==> src/rtl/i3c_req_pkg.sv <==
package i3c_req_pkg;

  // minimum duration of one open-drain clock phase, in picoseconds
  localparam int unsigned OD_MIN_PHASE_PS = 500000;
  localparam logic [6:0]  HOTJOIN_ADDR    = 7'h02;

  typedef enum logic [3:0] {
    S_IDLE, S_START, S_LO, S_HI, S_ACK_LO, S_ACK_HI,
    S_STP_LO, S_STP_HI, S_FREE, S_HOLD
  } req_st_t;

  typedef enum logic [1:0] {
    K_IBI = 2'd0,
    K_HJ  = 2'd1,
    K_UNK = 2'd2
  } req_kind_t;

  typedef struct packed {
    logic      ack;
    req_kind_t kind;
    logic [6:0] addr;
  } verdict_t;

endpackage

==> src/rtl/i3c_req_sync.sv <==
module i3c_req_sync #(
  parameter int unsigned STAGES = 2
) (
  input  logic clk,
  input  logic rst,
  input  logic d,
  output logic q
);
  logic [STAGES-1:0] pipe;

  generate
    if (STAGES == 1) begin : g_one
      always_ff @(posedge clk) begin
        if (rst) pipe <= '1;
        else     pipe <= d;
      end
    end else begin : g_many
      always_ff @(posedge clk) begin
        if (rst) pipe <= '1;
        else     pipe <= {pipe[STAGES-2:0], d};
      end
    end
  endgenerate

  assign q = pipe[STAGES-1];
endmodule

==> src/rtl/i3c_req_match.sv <==
module i3c_req_match #(
  parameter int unsigned NUM_TGT = 4
) (
  input  logic [7*NUM_TGT-1:0] tbl,
  input  logic [NUM_TGT-1:0]   vld,
  input  logic [6:0]           addr,
  output logic                 hit
);
  logic [NUM_TGT-1:0] eq;

  generate
    for (genvar i = 0; i < NUM_TGT; i++) begin : g_ent
      assign eq[i] = vld[i] && (tbl[7*i +: 7] == addr);
    end
  endgenerate

  assign hit = |eq;
endmodule

==> src/rtl/i3c_req_classify.sv <==
module i3c_req_classify
  import i3c_req_pkg::*;
(
  input  logic [7:0] hdr,
  input  logic       tbl_hit,
  input  logic       ibi_en,
  input  logic       hj_en,
  output verdict_t   vd
);
  always_comb begin
    vd.addr = hdr[7:1];
    if (hdr[7:1] == HOTJOIN_ADDR) begin
      vd.kind = K_HJ;
      vd.ack  = hj_en;
    end else if (tbl_hit) begin
      vd.kind = K_IBI;
      vd.ack  = hdr[0] && ibi_en;
    end else begin
      vd.kind = K_UNK;
      vd.ack  = 1'b0;
    end
  end
endmodule

==> src/rtl/i3c_req_handler.sv <==
module i3c_req_handler
  import i3c_req_pkg::*;
#(
  parameter int unsigned NUM_TGT  = 4,
  parameter int unsigned OD_HALF  = 120,
  parameter int unsigned CLK_PS   = 5000,
  parameter int unsigned SYNC_STG = 2
) (
  input  logic                 clk,
  input  logic                 rst,
  input  logic                 sda_i,
  input  logic [7*NUM_TGT-1:0] addr_tbl,
  input  logic [NUM_TGT-1:0]   addr_vld,
  input  logic                 ibi_en,
  input  logic                 hj_en,
  input  logic                 handoff_rel,
  output logic                 scl_o,
  output logic                 sda_oe,
  output logic                 busy,
  output logic                 ibi_ack,
  output logic [6:0]           ibi_addr,
  output logic                 daa_start,
  output logic                 hj_nack,
  output logic                 ibi_nack,
  output logic                 unk_req
);
  localparam int unsigned MIN_HALF = (OD_MIN_PHASE_PS + CLK_PS - 1) / CLK_PS;
  localparam int unsigned HALF0    = (OD_HALF > MIN_HALF) ? OD_HALF : MIN_HALF;
  localparam int unsigned HALF     = (HALF0 < 2) ? 2 : HALF0;
  localparam int unsigned CW       = $clog2(HALF);
  localparam logic [CW-1:0] RELOAD = CW'(HALF - 1);

  req_st_t    st;
  logic [CW-1:0] cnt;
  logic [2:0] bitn;
  logic [7:0] shreg;
  verdict_t   verd, vd_now;
  logic       sda_s, hit;
  logic       tick;

  i3c_req_sync #(.STAGES(SYNC_STG)) u_sync (
    .clk(clk), .rst(rst), .d(sda_i), .q(sda_s)
  );

  i3c_req_match #(.NUM_TGT(NUM_TGT)) u_match (
    .tbl(addr_tbl), .vld(addr_vld), .addr(shreg[7:1]), .hit(hit)
  );

  i3c_req_classify u_cls (
    .hdr(shreg), .tbl_hit(hit), .ibi_en(ibi_en), .hj_en(hj_en), .vd(vd_now)
  );

  assign tick = (cnt == '0);
  assign busy = (st != S_IDLE);

  always_ff @(posedge clk) begin
    if (rst) begin
      st        <= S_IDLE;
      cnt       <= '0;
      bitn      <= '0;
      shreg     <= '0;
      verd      <= '0;
      scl_o     <= 1'b1;
      sda_oe    <= 1'b0;
      ibi_ack   <= 1'b0;
      ibi_addr  <= '0;
      daa_start <= 1'b0;
      hj_nack   <= 1'b0;
      ibi_nack  <= 1'b0;
      unk_req   <= 1'b0;
    end else begin
      ibi_ack   <= 1'b0;
      daa_start <= 1'b0;
      hj_nack   <= 1'b0;
      ibi_nack  <= 1'b0;
      unk_req   <= 1'b0;
      if (!tick) cnt <= cnt - 1'b1;

      case (st)
        S_IDLE: begin
          if (!sda_s) begin
            st  <= S_START;
            cnt <= RELOAD;
          end
        end
        S_START: begin
          if (tick) begin
            scl_o <= 1'b0;
            bitn  <= '0;
            cnt   <= RELOAD;
            st    <= S_LO;
          end
        end
        S_LO: begin
          if (tick) begin
            scl_o <= 1'b1;
            shreg <= {shreg[6:0], sda_s};
            cnt   <= RELOAD;
            st    <= S_HI;
          end
        end
        S_HI: begin
          if (tick) begin
            scl_o <= 1'b0;
            cnt   <= RELOAD;
            if (bitn == 3'd7) begin
              verd   <= vd_now;
              sda_oe <= vd_now.ack;
              st     <= S_ACK_LO;
            end else begin
              bitn <= bitn + 1'b1;
              st   <= S_LO;
            end
          end
        end
        S_ACK_LO: begin
          if (tick) begin
            scl_o <= 1'b1;
            cnt   <= RELOAD;
            st    <= S_ACK_HI;
          end
        end
        S_ACK_HI: begin
          if (tick) begin
            scl_o <= 1'b0;
            cnt   <= RELOAD;
            if (verd.ack) begin
              sda_oe    <= 1'b0;
              st        <= S_HOLD;
              ibi_ack   <= (verd.kind == K_IBI);
              daa_start <= (verd.kind == K_HJ);
              if (verd.kind == K_IBI) ibi_addr <= verd.addr;
            end else begin
              sda_oe   <= 1'b1;
              st       <= S_STP_LO;
              hj_nack  <= (verd.kind == K_HJ);
              ibi_nack <= (verd.kind == K_IBI);
              unk_req  <= (verd.kind == K_UNK);
            end
          end
        end
        S_STP_LO: begin
          if (tick) begin
            scl_o <= 1'b1;
            cnt   <= RELOAD;
            st    <= S_STP_HI;
          end
        end
        S_STP_HI: begin
          if (tick) begin
            sda_oe <= 1'b0;
            cnt    <= RELOAD;
            st     <= S_FREE;
          end
        end
        S_FREE: begin
          if (tick) st <= S_IDLE;
        end
        S_HOLD: begin
          if (handoff_rel) begin
            scl_o <= 1'b1;
            cnt   <= RELOAD;
            st    <= S_FREE;
          end
        end
        default: st <= S_IDLE;
      endcase
    end
  end
endmodule

==> config.mk <==
export PLATFORM = sky130hd
export DESIGN_NAME = i3c_req_handler
export DESIGN_NICKNAME = d
export VERILOG_FILES = /design/src/rtl/i3c_req_pkg.sv /design/src/rtl/i3c_req_sync.sv /design/src/rtl/i3c_req_match.sv /design/src/rtl/i3c_req_classify.sv /design/src/rtl/i3c_req_handler.sv
export SDC_FILE = /design/constraint.sdc
export NUM_CORES = 1
export LEC_CHECK = 0
export BUFFER_PORTS_ARGS = -buffer_cell sky130_fd_sc_hd__buf_2
export CAP_MARGIN = 0
export CORE_MARGIN = 1.5
export CORE_UTILIZATION = 50
export CTS_BUF_LIST = sky130_fd_sc_hd__clkbuf_2 sky130_fd_sc_hd__clkbuf_4 sky130_fd_sc_hd__clkbuf_8
export DETAILED_ROUTE_END_ITERATION = 8
export HOLD_SLACK_MARGIN = 0.05
export PLACE_DENSITY_LB_ADDON = 0.15
export SYNTH_ARGS = -nofsm -noshare
export SYNTH_HDL_FRONTEND = slang
export SYNTH_SLANG_ARGS = --single-unit
==> constraint.sdc <==
create_clock -name clk -period 4.2 [get_ports clk]
set_input_delay 0.21 -clock clk [delete_from_list [all_inputs] [get_ports clk]]
set_output_delay 0.21 -clock clk [all_outputs]
set_load 0.02 [all_outputs]
**After elaboration in Yosys (flattened, before gate mapping)**

Index checks and enable logic that the tools add are counted.

- Register bits after elaboration: 48
- Latch bits: 0
- Memory bits (writable): 0
- ROM bits: 0
- Bits of input ports: 38
- Output and inout port bits: 15
- Logic and storage cells: 110
- Memories: 0

- Add/sub/neg operators: 2
- $mul: 0
- Divide/modulo/power cells: 0
- Order comparisons: 0
- Eq/ne operators: 31
- Shift-type cells: 0
- Multiplexer cells: 33
- Bitwise operators: 3
- Reductions and logical operators: 25

Operators with widths:

| cell | count |
|---|---|
| $mux W4 | 11 |
| $pmux W4 S10 | 1 |
| $eq A7 B7 Y1 | 4 |
| $mux W7 | 4 |
| $ne A2 B2 Y1 const B | 12 |
| $pmux W7 S3 | 1 |
| $mux W3 | 6 |
| $eq A4 B3 Y1 const B | 4 |
| $reduce_and A4 Y1 | 3 |
| $reduce_or A4 Y1 | 3 |
| $reduce_and A10 Y1 | 1 |
| $eq A4 B2 Y1 const B | 2 |
| $eq A4 B4 Y1 const B | 2 |
| $eq A7 B2 Y1 const B | 1 |
| $logic_not A7 Y1 | 1 |
| $mux W1 | 7 |
| $reduce_or A7 Y1 | 1 |
| $sub A7 B1 Y7 const B | 1 |
| $pmux W1 S3 | 2 |
| $pmux W3 S2 | 1 |
| $reduce_bool A3 Y1 | 2 |
| $reduce_or A3 Y1 | 2 |
| $logic_and A1 B1 Y1 | 5 |
| $reduce_and A5 Y1 | 1 |
| 13 further kinds | 16 |

**Depth between registers and ports, before layout**

Gate-level depths: netlist of the first run.

- Word-level depth: 8
- Depth in mapped cells: 9
- Depth with buffers taken out: 8

**By module**

A second synthesis of the first run with hierarchy kept.

- Cell total of the unflattened synthesis: 307
- Area total of the unflattened synthesis: 2562.5 um^2

By module, submodules not included:

| module | times used | cells an instance | area an instance (um^2) | sequential area each (um^2) |
|---|---|---|---|---|
| i3c_req_handler | 1 | 249 | 2098.3 | 920.9 |
| i3c_req_match | 1 | 41 | 316.6 | 0.0 |
| i3c_req_classify | 1 | 13 | 95.1 | 0.0 |
| i3c_req_sync | 1 | 4 | 52.6 | 40.0 |

**Worst setup path after synthesis of the first run**

OpenSTA, ideal clock, no wires.

- Kind: register to register
- Start: register cnt[2]
- End: register ibi_addr[0]
- Library setup time: 0.128 ns
- Data arrival time: 1.762 ns
- Data required time: 4.072 ns
- Slack: 2.310 ns
- Stages on the path, launching flop included: 8
- Buffers on the path: 1
- Clock period less this slack: 1.890 ns
- Cells stage by stage: dfxtp_1 > nor4_2 > and3_2 > inv_2 > buf_6 > nor4_4 > mux2i_1 > nor2_1

- Longest elaborated chain between the ends: 2

Ends and longest elaborated chain:

| what | line | text |
|---|---|---|
| from (decl) | i3c_req_handler.sv:34 | `logic [CW-1:0] cnt;` |
| from (signal assigned) | i3c_req_handler.sv:77 | `if (!tick) cnt <= cnt - 1'b1;` |
| $logic_not A7 Y1 | i3c_req_handler.sv:53 | `assign tick = (cnt == '0);` |
| $reduce_and A4 Y1 (no line) | n/a |  |
| to (signal assigned) | i3c_req_handler.sv:132 | `if (verd.kind == K_IBI) ibi_addr <= verd.addr;` |
| to (decl) | i3c_req_handler.sv:21 | `output logic [6:0] ibi_addr,` |

No other way between the ends.
A chain may end at the register's enable or synchronous reset.

**Final worst setup path of the first run**

- Start: register cnt[2]
- End: register shreg[7]

- Longest elaborated chain between the ends: 2

Ends and longest elaborated chain:

| what | line | text |
|---|---|---|
| $logic_not A7 Y1 | i3c_req_handler.sv:53 |  |
| $reduce_and A2 Y1 (no line) | n/a |  |
| to (signal assigned) | i3c_req_handler.sv:97 | `shreg <= {shreg[6:0], sda_s};` |
| to (decl) | i3c_req_handler.sv:36 | `logic [7:0] shreg;` |

No other way between the ends.

==> results of run 1 <==
-- final cells by class --
class | count | area (µm²) | share of cell area [%]
Clock buffer | 5 | 68.8 | 2.40
Timing Repair Buffer | 52 | 260 | 9.07
Tap cell | 67 | 83.8 | 2.92
Sequential cell | 48 | 961 | 33.5
Inverter | 6 | 22.5 | 0.785
Clock inverter | 3 | 47.5 | 1.66
Multi-Input combinational cell | 224 | 1430 | 49.7
-- power by group through the flow --
stage	combinational (mW)	sequential [mW]	clock (mW)
floorplan	0.217	0.526	0
global placement	0.253	0.536	0
detailed placement	0.254	0.537	0
CTS	0.256	0.527	0.351
global route	0.287	0.533	0.374
finish	0.256	0.527	0.345
-- flip-flops by register name (all words and copies together) (netlist names), 2 cells and up --
| name | cells |
|---|---|
| bitn | 3 |
| cnt | 7 |
| ibi_addr | 7 |
| shreg | 8 |
| st | 4 |
| u_sync.pipe | 2 |
| verd | 10 |
-- cells in the mapped netlist (3+ instances only) --
master    number  area (µm²)
a21oi_1       22         110
a22o_1         3        26.3
and3_1         4        25.0
clkbuf_1      20        75.1
dfxtp_1       48         961
ha_1           5        62.6
inv_1          5        18.8
mux2i_1       18         180
nand2_1       31         116
nand2b_1       5        31.3
nand3_1        4        20.0
nand4_1        9        56.3
nor2_1        38         143
nor3_1         8        40.0
o21ai_0        8        40.0
o31ai_1        3        22.5
or2_2          3        18.8
or3_1          3        18.8
xnor2_1       29         254
-- final timing paths --
check	startpoint	end	slack, ns	cells after the start
setup / recovery	cnt[2]	shreg[7]	1.80	6
hold / removal	sda_i	u_sync.pipe[0]	0.09	2
setup reg to reg	cnt[2]	shreg[7]	1.80	6
hold reg to reg	u_sync.pipe[0]	u_sync.pipe[1]	0.42	1
-- kinds of logic (layout without fill, tap and decap cells) --
group,count (synthesis),count (layout),synth area share [%]
xor+xnor,31,31,10.8
flops,48,48,38.4
simple gates,121,121,24.2
fa+ha+maj,5,5,2.50
mux,18,18,7.20
buf+inv,29,66,4.70
compound gates,49,49,12.2
-- layer usage --
metal  part of all wire [%]  routed length [µm]
met2                     49                2610
met4                   0.90                  48
met5                      0                   0
met1                     46                2450
met3                    4.3                 231
-- cells in the final DEF (no fill, tap or decap), types with 3 or more instances in the layout --
| cell | instances |
|---|---|
| a22o_1 | 3 |
| a21oi_1 | 22 |
| nor3_1 | 8 |
| nand2b_1 | 5 |
| dfxtp_1 | 48 |
| or2_2 | 3 |
| ha_1 | 5 |
| inv_1 | 5 |
| and3_1 | 4 |
| o21ai_0 | 8 |
| nor2_1 | 38 |
| nand3_1 | 4 |
| mux2i_1 | 18 |
| nand2_1 | 31 |
| nand4_1 | 9 |
| buf_2 | 52 |
| o31ai_1 | 3 |
| xnor2_1 | 29 |
| clkbuf_8 | 5 |
| or3_1 | 3 |
-- worst reg2reg max path, delay by kind of cell, from the launching register on --
family,cells,cell delay [ns]
buffers and inverters,1,0.16
DFF,1,0.37
muxes,1,0.26
and+or+nand+nor,4,1.47
==> reports/qor.yml, run 1 <==
drt_iter0_drc: 100
max-slew-margin-rel_pct: 46.9
stdcell_count: 405
final_nets: 380
criticalPathCategory: "register to register"
preCtsSetupSlack_ns: 1.86
finalHoldViolations: 0
die-area_um2: 5440
placed_area_um2: 2750
vias: 2159
startpoint_type: "register"
worst-path-buf-inv: 1
cp_top_family: "simple AND/OR/NAND/NOR gates"
cts_hold_buf: 0
crit_required_ns: 4.37
die_x_um: 73.8
nFillCells: 469
fin_ws_ns: 1.80
area_delta_synth_final_pct: 14.6
gp_congestion: 0.856
cts_buffer_depth: 2
h-tree-depth: 2
p_per_area_nw_per_um2: 393
grt_overflow: 0
met3_usage_pct: 4.94
pin_count: 53
grt_pass1_vias: 1966
worstPathMaxFanout: 14
fp.coreArea_um2: 4790
ys_ff_latch: 48
p_switching_uw: 341
p_sw_share_pct: 30.2
dieHeight_um: 73.8
first_pass_iters: 4
globalRoute.busiestLayer: "met2"
drive_above_1_share_pct: 19.8
clockPowerShare_pct: 30.6
ant_nets: 0
total_power_mw: 1.13
use_met1_pct: 26.7
cpPeakStageDelay_ns: 0.73
grt_pass1_wl_mm: 8.90
p_comb_share_pct: 22.7
max-cap-violations: 0
vias_per_cell: 5.33
cts_buffers: 5
vdd_drop_max_v: 0.000253
seq_area_frac_synth_pct: 38.4
wirelength_mm: 5.34
ys.flop_type: "dfxtp_1"
synth_cell_types: 46
synth_area_um2: 2500
drc: 0
worst_pin_slew_ns: 0.797
fmax_mhz: 417
sequentialPowerShare_pct: 46.7
hold_class: "primary input to register"
start_util_pct: 52.3
status: "finished clean"
end_kind: "register"
intPower_uw: 787
synth_edf_count: 0
core.rowCount: 25
final_area_um2: 2870
clock_tree.root_cell: "clkbuf_8"
arrival_ns: 2.56
hpwl_mm: 3.84
grt_setup_unrepaired: "no"
avgSynthCellArea_um2: 8.32
cts_tree: "done"
n_antenna_cell: 0
clk_latency_ns: 0.30
yosys_warnings: 0
clkSlewWorstSetupHoldPaths_ns: 0.09
antenna_found_initial: 0
setup_violations: 0
grt.total_usage_pct: 21.0
maxSlewViolCount: 0
period_minus_slack_ns: 2.40
cts_resized: 0
path_cells: "nor4_2, and3_2, inv_2, or4_1, mux2i_1, nor2_1"
p_leak_nw: 1.13
io_buffers: 52
async_flop_share_pct: 0
synth_nets: 344
dpl.cell_count: 397
grtUsageMet2_pct: 35.8
fin_util_pct: 59.9
skew_ns: 0.00640
cp_slowest_cell: "or4_1"
clock_sinks: 48
syn_inst: 301
period_share_pct: 57.0
routedWlPerCell_um: 13.2
finalHoldWorstSlack_ns: 0.0884
grt_max_degree: 48
final.setup.tns_ns: 0
cts_setup_buffers: 0
(Power assumes the default switching activity.)
==> inputs of run 2 (changes only) <==
==> constraint.sdc (replaced) <==
create_clock -name clk -period 2.4 [get_ports clk]
set_input_delay 0.12 -clock clk [delete_from_list [all_inputs] [get_ports clk]]
set_output_delay 0.12 -clock clk [all_outputs]
set_load 0.02 [all_outputs]
==> run 2 against run 1 <==
- clock skew increased by 0.0036 ns
- final cell count increased by 2.0%
- first-iteration DRC count increased by 36%
- combinational power increased by 93%
- setup slack got worse by 1.5 ns
- register-to-register slack got worse by 1.5 ns
- count of clock-buffer cells in the layout unchanged
- die area unchanged
==> reports/qor.yml, run 2 (synthesized netlist as in run 1, its figures left out) <==
antenna_found_initial: 0  # unchanged
die-area_um2: 5440  # unchanged
finalHoldViolations: 0  # unchanged
wl_met3_um: 183  # was 231 µm
worst-path-buf-inv: 1  # unchanged
period_minus_slack_ns: 2.13  # was 2.40 ns
cp_slowest_cell: "or4_1"  # unchanged
clockPowerShare_pct: 29.8  # was 30.6%
max-slew-margin-rel_pct: 47.3  # was 46.9%
reg_top3: "verd (10), shreg (8)"  # unchanged
setup_violations: 0  # unchanged
cp_top_family: "simple AND/OR/NAND/NOR gates"  # unchanged
status: "finished clean"  # unchanged
p_sw_share_pct: 30.2  # about the same
h-tree-depth: 2  # unchanged
clock_tree.root_cell: "clkbuf_8"  # unchanged
p_comb_share_pct: 24.5  # was 22.7%
clk_latency_ns: 0.31  # was 0.30 ns
clkSlewWorstSetupHoldPaths_ns: 0.09  # about the same
pin_count: 53  # unchanged
drc: 0  # unchanged
grt_overflow: 0  # unchanged
path_cells: "nor4_2, and3_2, inv_2, or4_1, mux2i_1, nor2_1"  # unchanged
dieHeight_um: 73.8  # unchanged
startpoint_type: "register"  # unchanged
vdd_drop_max_v: 0.000346  # was 0.000253 V
first_pass_iters: 4  # unchanged
grt.total_usage_pct: 20.5  # was 21.0%
regMostFlops: "verd"  # unchanged
cpPeakStageDelay_ns: 0.70  # was 0.73 ns
end_kind: "register"  # unchanged
hpwl_mm: 3.72  # was 3.84 mm
drt_iter0_drc: 136  # was 100
vias: 2153  # was 2159
fmax_mhz: 470  # was 417 MHz
p_switching_uw: 607  # was 341 µW
fp.coreArea_um2: 4790  # unchanged
grt_setup_unrepaired: "no"  # unchanged
worstPathMaxFanout: 8  # was 14
largest_reg_flops: 10  # unchanged
routedWlPerCell_um: 12.4  # was 13.2 µm
cts_buffer_depth: 2  # unchanged
cts_buffers: 5  # unchanged
final_nets: 388  # was 380
io_buffers: 52  # unchanged
cts_tree: "done"  # unchanged
wl_met2_mm: 2.47  # was 2.61 mm
criticalPathCategory: "register to register"  # unchanged
die_x_um: 73.8  # unchanged
arrival_ns: 2.29  # was 2.56 ns
grt_pass1_wl_mm: 8.75  # was 8.90 mm
final.setup.tns_ns: 0  # unchanged
p_per_area_nw_per_um2: 686  # was 393 nW/µm²
final_cell_mix: "52 x buf_2, 48 x dfxtp_1, 38 x nor2_1"  # unchanged
hold_depth: 3  # was 2
grt_pass1_vias: 1989  # was 1966
start_util_pct: 52.3  # unchanged
drive_above_1_share_pct: 21.4  # was 19.8%
cts_setup_buffers: 0  # unchanged
max-cap-violations: 0  # unchanged
crit_required_ns: 2.56  # was 4.37 ns
intPower_mw: 1.40  # was 787 µW
m1WireLength_mm: 2.43  # was 2.45 mm
maxSlewViolCount: 0  # unchanged
clock_sinks: 48  # unchanged
grt_max_degree: 48  # unchanged
skew_ns: 0.0100  # was 0.00640 ns
nFillCells: 435  # was 469
p_leak_nw: 1.16  # was 1.13 nW
gp_congestion: 0.875  # was 0.856
final_common_cell: "buf_2"  # unchanged
hold_class: "primary input to register"  # unchanged
core.rowCount: 25  # unchanged
sequentialPowerShare_pct: 45.7  # was 46.7%
ant_nets: 0  # unchanged
fin_util_pct: 61.2  # was 59.9%
reg2regPathDepth: 6  # unchanged
cp.depth: 6  # unchanged
n_antenna_cell: 0  # unchanged
area_delta_synth_final_pct: 17.0  # was 14.6%
wirelength_mm: 5.13  # was 5.34 mm
top_layer: "met4"  # unchanged
vias_per_cell: 5.21  # was 5.33
worst_pin_slew_ns: 0.790  # was 0.797 ns
period_share_pct: 88.7  # was 57.0%
run 2: power by group through the flow:
stage	Sequential, mW	Clock (mW)	Combinational (mW)
after floorplan	0.920	0	0.379
after global placement	0.933	0	0.477
after detailed placement	0.937	0	0.492
after CTS	0.918	0.612	0.497
after global routing	0.927	0.641	0.560
final	0.918	0.598	0.493
run 2: final cells by class:
class | count | area, µm² | share of cell area [%]
Sequential cell | 48 | 961 | 32.8
Clock inverter | 3 | 46.3 | 1.58
Clock buffer | 5 | 68.8 | 2.35
Timing Repair Buffer | 60 | 323 | 11.0
Multi-Input combinational cell | 224 | 1430 | 48.6
Tap cell | 67 | 83.8 | 2.86
Inverter | 6 | 22.5 | 0.769
run 2: what timing repair did:
action                    CTS  global route
gates resized for setup     0             0
hold buffers                1             0
hold endpoints to repair    1             0
run 2: worst paths after layout:
check / slack (ns) / start / to
min reg2reg: 0.41 / u_sync.pipe[0] / u_sync.pipe[1]
max: 0.27 / cnt[2] / shreg[4]
max reg2reg: 0.27 / cnt[2] / shreg[4]
min: 0.10 / hj_en / verd[9]
run 2: metal layers:
metal	global-route usage [%]	up-vias
met1	25.8	981
met4	6.17	0
met2	35.2	42
met5	0	-
li1	-	1126
met3	4.12	4
run 2: worst reg2reg max path, stage by stage, from the launching register on:
cell and delay, ns:
dfxtp_1 0.37, nor4_2 0.33, and3_2 0.27, inv_2 0.04, or4_1 0.70, mux2i_1 0.24, nor2_1 0.05
run 2: per-stage QoR:
step	worst slack (ns)	instance area, µm²	std cells	hold WS (ns)	total power, mW
floorplan	0.510	2500	301	0.224	1.30
global placement	0.329	2810	404	0.320	1.41
detailed placement	0.291	2810	404	0.316	1.43
CTS	0.251	2930	413	0.103	2.03
global route	0.109	2930	413	0.127	2.13
finish	0.271	2930	413	0.104	2.01
